===== config.mk =====
export PLATFORM = sky130hd
export DESIGN_NAME = i2c_bytecount_master
export DESIGN_NICKNAME = d
export VERILOG_FILES = /design/src/rtl/i2c_bytecount_master.sv
export SDC_FILE = /design/constraint.sdc
export NUM_CORES = 1
export LEC_CHECK = 0
export BUFFER_PORTS_ARGS = -buffer_cell sky130_fd_sc_hd__buf_2
export CORE_UTILIZATION = 45
export CTS_CLUSTER_SIZE = 8
export DETAILED_ROUTE_END_ITERATION = 10
export PLACE_DENSITY = 0.66
export SYNTH_ARGS = -nofsm -noshare
export SYNTH_HDL_FRONTEND = slang
export SYNTH_SLANG_ARGS = --single-unit

===== constraint.sdc =====
create_clock -name clk -period 2.9 [get_ports clk]
set_clock_uncertainty 0.1 [all_clocks]
set_input_delay 0.29 -clock clk [delete_from_list [all_inputs] [get_ports clk]]
set_output_delay 0.29 -clock clk [all_outputs]
set_load 0.02 [all_outputs]

===== src/rtl/i2c_bytecount_master.sv =====
module i2c_bytecount_master #(
  parameter int DIV = 4,
  parameter int CW  = 16
) (
  input  logic        clk,
  input  logic        rst_n,
  input  logic        wr_en,
  input  logic [1:0]  wr_addr,
  input  logic [31:0] wr_data,
  input  logic [1:0]  rd_addr,
  output logic [31:0] rd_data,
  input  logic        halt,
  input  logic        sda_i,
  output logic        scl_oe,
  output logic        sda_oe
);
  localparam int DW = (DIV > 2) ? $clog2(DIV) : 1;
  localparam logic [15:0] WMASK = 16'hEFFF;
  localparam int B_FNACK = 15, B_FREE = 14, B_STT = 13, B_STP = 11;
  localparam int B_MST = 10, B_TRX = 9, B_RM = 7, B_EN = 5;

  typedef enum logic [2:0] {S_IDLE, S_START, S_BIT, S_ACK, S_HOLD, S_STOP} st_t;

  st_t            state;
  logic [15:0]    ctl;
  logic [CW-1:0]  cnt_ld, cnt, nxt_cnt;
  logic [6:0]     sa;
  logic [7:0]     txb, rxb, sh;
  logic [DW-1:0]  dcnt;
  logic [2:0]     bitn;
  logic [1:0]     ph;
  logic           addrph, nack_lat, slv_ack, nackf;

  wire busy    = state != S_IDLE;
  wire parked  = state == S_IDLE || state == S_HOLD;
  wire frozen  = halt && !ctl[B_FREE] && scl_oe;
  wire tick    = dcnt == DW'(DIV - 1);
  wire adv     = tick && !frozen && !parked;
  wire rx_mode = !ctl[B_TRX] && !addrph;
  wire go      = ctl[B_STT] && ctl[B_MST] && ctl[B_EN];
  wire fail    = !rx_mode && !slv_ack;
  wire done    = !ctl[B_RM] && nxt_cnt == '0;
  wire brk     = ctl[B_RM] && ctl[B_STP];
  wire unused_hi = ^wr_data[31:16];

  assign nxt_cnt = (addrph || cnt == '0) ? cnt : cnt - CW'(1);

  always_comb begin
    case (rd_addr)
      2'd0:    rd_data = {16'h0, ctl};
      2'd1:    rd_data = (32'(cnt) << 16) | 32'(cnt_ld);
      2'd2:    rd_data = {22'h0, busy, nackf, 1'b0, sa};
      default: rd_data = {16'h0, rxb, txb};
    endcase
  end

  always_ff @(posedge clk or negedge rst_n) begin
    if (!rst_n) begin
      state <= S_IDLE; ctl <= '0; cnt_ld <= '0; cnt <= '0; sa <= '0;
      txb <= '0; rxb <= '0; sh <= '0; dcnt <= '0; bitn <= '0; ph <= '0;
      addrph <= 1'b0; nack_lat <= 1'b0; slv_ack <= 1'b0; nackf <= 1'b0;
      scl_oe <= 1'b0; sda_oe <= 1'b0;
    end else begin
      if (parked || frozen) dcnt <= '0;
      else dcnt <= tick ? '0 : dcnt + 1'b1;
      if (adv) ph <= ph + 2'd1;
      case (state)
        S_IDLE: if (go) begin state <= S_START; ph <= '0; end
        S_HOLD: if (!frozen) begin
          if (go) begin state <= S_START; ph <= '0; end
          else if (ctl[B_STP]) begin state <= S_STOP; ph <= '0; end
        end
        S_START: if (adv) case (ph)
          2'd0: sda_oe <= 1'b0;
          2'd1: scl_oe <= 1'b0;
          2'd2: sda_oe <= 1'b1;
          default: begin
            scl_oe <= 1'b1; ctl[B_STT] <= 1'b0; cnt <= cnt_ld;
            sh <= {sa, !ctl[B_TRX]}; addrph <= 1'b1; bitn <= 3'd7;
            nackf <= 1'b0; state <= S_BIT;
          end
        endcase
        S_BIT: if (adv) case (ph)
          2'd0: sda_oe <= rx_mode ? 1'b0 : !sh[7];
          2'd1: begin
            scl_oe <= 1'b0;
            if (bitn == 3'd0)
              nack_lat <= ctl[B_FNACK] || (!ctl[B_RM] && cnt == CW'(1));
          end
          2'd2: if (rx_mode) sh <= {sh[6:0], sda_i};
          default: begin
            scl_oe <= 1'b1;
            if (!rx_mode) sh <= {sh[6:0], 1'b0};
            if (bitn == 3'd0) state <= S_ACK;
            else bitn <= bitn - 3'd1;
          end
        endcase
        S_ACK: if (adv) case (ph)
          2'd0: sda_oe <= rx_mode && !nack_lat;
          2'd1: scl_oe <= 1'b0;
          2'd2: slv_ack <= !sda_i;
          default: begin
            scl_oe <= 1'b1; bitn <= 3'd7; addrph <= 1'b0; cnt <= nxt_cnt;
            if (rx_mode) rxb <= sh;
            if (rx_mode && nack_lat) ctl[B_FNACK] <= 1'b0;
            if (fail) nackf <= 1'b1;
            if (fail || done || brk) state <= ctl[B_STP] ? S_STOP : S_HOLD;
            else begin state <= S_BIT; sh <= txb; end
          end
        endcase
        default: if (adv) case (ph)
          2'd0: sda_oe <= 1'b1;
          2'd1: scl_oe <= 1'b0;
          2'd2: sda_oe <= 1'b0;
          default: begin ctl[B_STP] <= 1'b0; state <= S_IDLE; end
        endcase
      endcase
      if (wr_en) case (wr_addr)
        2'd0:    ctl <= wr_data[15:0] & WMASK;
        2'd1:    cnt_ld <= wr_data[CW-1:0];
        2'd2:    sa <= wr_data[6:0];
        default: txb <= wr_data[7:0];
      endcase
    end
  end

  assert_stt_self_clear_R2: assert property (@(posedge clk) disable iff (!rst_n)
    (state == S_START && adv && ph == 2'd3 && !(wr_en && wr_addr == 2'd0))
      |=> (!ctl[B_STT] && state == S_BIT));

  assert_stp_self_clear_R3: assert property (@(posedge clk) disable iff (!rst_n)
    (state == S_STOP && adv && ph == 2'd3 && !(wr_en && wr_addr == 2'd0))
      |=> (!ctl[B_STP] && !busy && !scl_oe && !sda_oe));

  assert_last_byte_nack_R4: assert property (@(posedge clk) disable iff (!rst_n)
    (state == S_ACK && adv && ph == 2'd0 && rx_mode && !ctl[B_RM] && cnt == CW'(1))
      |=> !sda_oe);

  assert_halt_freeze_R6: assert property (@(posedge clk) disable iff (!rst_n)
    frozen |=> (scl_oe && $stable(sda_oe)));

  assert_sda_quiet_scl_high_R11: assert property (@(posedge clk) disable iff (!rst_n)
    ((state == S_BIT || state == S_ACK) && !scl_oe && !$past(scl_oe))
      |-> $stable(sda_oe));
endmodule


==> results.yml <==
timing:
  period_share_pct: 101
  rsz0062_at_grt: "true"
  finalHoldViolations: 0
  worst_pin_slew_ps: 582
  relSlewSlack_pct: 61.0
  setup_viol: 8
  fmax_mhz: 341
  finalCriticalPeriod_ps: 2930
  slew_violations: 0
  whs_ps: 66.3
  worst_slack_ps: -29.4
worst_setup_path:
  critPathArrivalTime_ps: 3060
  crit_type: "flop to flop"
  setup.worst_path.end_class: "flop"
  cp_max_fo: 8
  cp.required_ps: 3030
  start_kind: "flop"
drt:
  drc: 8
  dr.first_iter.drc_count: 384
  wl_mm: 14.7
  first_pass_iters: 8
  vias_per_cell: 6.07
  ant_nets: 0
  wire_per_inst_um: 19.7
  num_vias: 4527
synthesis:
  synth_common_cells: "94 x dfrtp_1, 57 x mux2_2, 38 x o21ai_0"
  netlist.area_leader.share_pct: 43.5
  synth_cell_type_count: 58
  synth_flop_cell: "dfrtp_1"
  yosys_warnings: 0
  post-synth-top-count-cell: "dfrtp_1"
  synthesis.nets: 563
  syn_area_um2: 5410
  ys_top_cells_by_area: "dfrtp_1 43%, mux2_2 12%, mux4_2 3.7%"
  ys_seq_area_share_pct: 43.5
  ys_seq_elements: 94
  synth.largest_area_cell: "dfrtp_1"
  netlist_instances: 513
  async_flop_share_pct: 100
  synth.avg_cell_area_um2: 10.5
  synth_edf_count: 0
placed_design:
  hpwl_mm: 10.5
  gp_routability_congestion: 0.905
  port_buffers: 58
power:
  power.density_nw_per_um2: 1030
  max-vdd-ir-drop_mv: 0.463
  p_total_mw: 6.74
  p_leak_nw: 3.04
final_layout:
  layout.nets: 648
  diodes: 0
  drive_gt1_share_pct: 37.0
  area_delta_synth_final_pct: 20.5
clocking:
  cts_root_buffer: "clkbuf_16"
  cts_buffers: 9
  cts_tree: "built"
  path_clk_slew_ps: 70
  htree_num_levels: 3
  cts_buffer_depth: 2
  clock_sinks: 94
  clk_latency_ps: 350
grt:
  grt-ovfl-total: 0
  grt_pass1_vias: 4513
  grt_pass1_wl_mm: 23.4
  grt_max_degree: 45
  antenna_found_initial: 0
  grtUsageTotal_pct: 24.3
run_status:
  failed_checks: "DRC, setup timing"
  status: "finished, violations left"
floorplanning:
  rows: 39
  core_area_um2: 11600
  die_area_um2: 12500
  num_io_pins: 75
  die_w_um: 112
  initial_core_util_pct: 46.8
  die_h_um: 112
worst_hold_path:
  hold_path.class: "primary input to flop"
job:
  drv_cap: 0
==> path summary, 6_finish.rpt <==
check | from | to | slack [ps] | depth (start not counted)
worst max-delay path | cnt[6] | sh[5] | -30 | 8
worst min-delay path | sda_i | slv_ack | 70 | 2
worst max register to register | cnt[6] | sh[5] | -30 | 8
worst min register to register | dcnt[0] | dcnt[0] | 350 | 1
max in group asynchronous | rst_n | cnt_ld[6] | 1570 | 3
min in group asynchronous | rst_n | rxb[5] | 390 | 2
==> worst max-delay path: stages, from the launching register on <==
cell and delay, ps:
dfrtp_1 380, or4_4 570, or4_4 510, a311oi_2 210, a31o_1 180, and4bb_4 260, nand4b_4 140, nand2_8 150
mux2_4 310
==> cell type report <==
type,instances,area [um^2]
well taps,143,179
clock inverters,5,65.1
fillers,979,5050
inverters,11,41.3
multi-input cells,374,2960
flip-flops and latches,94,2350
repair buffers,108,671
clock buffers,11,253
==> layer usage <==
layer / part of all wire, % / vias to the layer above / global-route usage, % / routed length (um)
met5: 0 / - / 0 / 0
met4: 2.0 / 0 / 9.01 / 289
met3: 6.0 / 26 / 3.27 / 873
met2: 48 / 171 / 39.1 / 6980
met1: 44 / 2260 / 33.4 / 6520
li1: - / 2070 / - / -
==> flip-flops by register name, summed over array words and instances (netlist names) <==
| signal | count |
|---|---|
| nack_lat | 1 |
| state | 3 |
| scl_oe | 1 |
| slv_ack | 1 |
| cnt | 16 |
| ctl | 15 |
| sa | 7 |
| addrph | 1 |
| ph | 2 |
| txb | 8 |
| sh | 8 |
| sda_oe | 1 |
| dcnt | 2 |
| rxb | 8 |
| bitn | 3 |
| nackf | 1 |
| cnt_ld | 16 |
==> cells in the final DEF, fill, tap and decap left out, drive strengths merged, types with 2 or more instances in the layout <==
| master | n |
|---|---|
| a211oi | 3 |
| a21oi | 23 |
| a221o | 9 |
| a22o | 6 |
| a22oi | 3 |
| a31o | 2 |
| and2 | 18 |
| and3 | 8 |
| buf | 107 |
| clkbuf | 11 |
| clkinv | 3 |
| dfrtp | 94 |
| ha | 9 |
| inv | 12 |
| mux2 | 65 |
| mux2i | 11 |
| mux4 | 9 |
| nand2 | 32 |
| nand2b | 7 |
| nand3 | 9 |
| nand3b | 5 |
| nand4 | 6 |
| nor2 | 28 |
| nor2b | 7 |
| nor3 | 16 |
| nor3b | 9 |
| nor4 | 9 |
| o21a | 3 |
| o21ai | 39 |
| o21bai | 2 |
| o311ai | 3 |
| or2 | 5 |
| or3 | 4 |
| or4 | 5 |
==> report_power, final <==
| group | leakage, nW | internal (mW) | switching (mW) | total [mW] |
|---|---|---|---|---|
| registers | 1.18 | 1.62 | 0.303 | 1.92 |
| logic | 1.70 | 1.66 | 1.90 | 3.56 |
| clock network | 0.156 | 0.723 | 0.528 | 1.25 |
| total | 3.04 | 4.00 | 2.73 | 6.74 |
==> what timing repair did <==
item / 4_1_cts / 5_1_grt
pin swaps: 2 / 4
hold endpoints to repair: 41 / 0
endpoints found under the setup margin: 8 / 11
setup buffers: 1 / 1
resized for setup: 7 / 12
hold buffers: 1 / 0
==> per-stage QoR <==
stage	cells	TNS, ps	worst slack [ps]	util [%]	instance area [um^2]
after CTS	745	-23.8	-5.99	55.9	6460
after global routing	746	-968	-108	56.4	6520
final	746	-200	-29.4	56.4	6520
after global placement	727	-445	-56.2	52.7	6090
after floorplan	513	-225	-28.1	-	5410
after detailed placement	727	-635	-85.4	52.7	6090
==> cell families (layout without fill, tap and decap cells) <==
logic type | after synthesis | in the layout | synth area share [%]
flip-flops | 94 | 94 | 43.5
AND/OR/NAND/NOR | 172 | 172 | 17.9
AO/OA/AOI/OAI | 106 | 106 | 12.8
XOR/XNOR | 2 | 2 | 0.324
buffers and inverters | 45 | 135 | 3.54
multiplexers | 85 | 85 | 19.9
adder cells (fa/ha/maj) | 9 | 9 | 2.08
No activity file was read; power rests on OpenSTA's default activity.
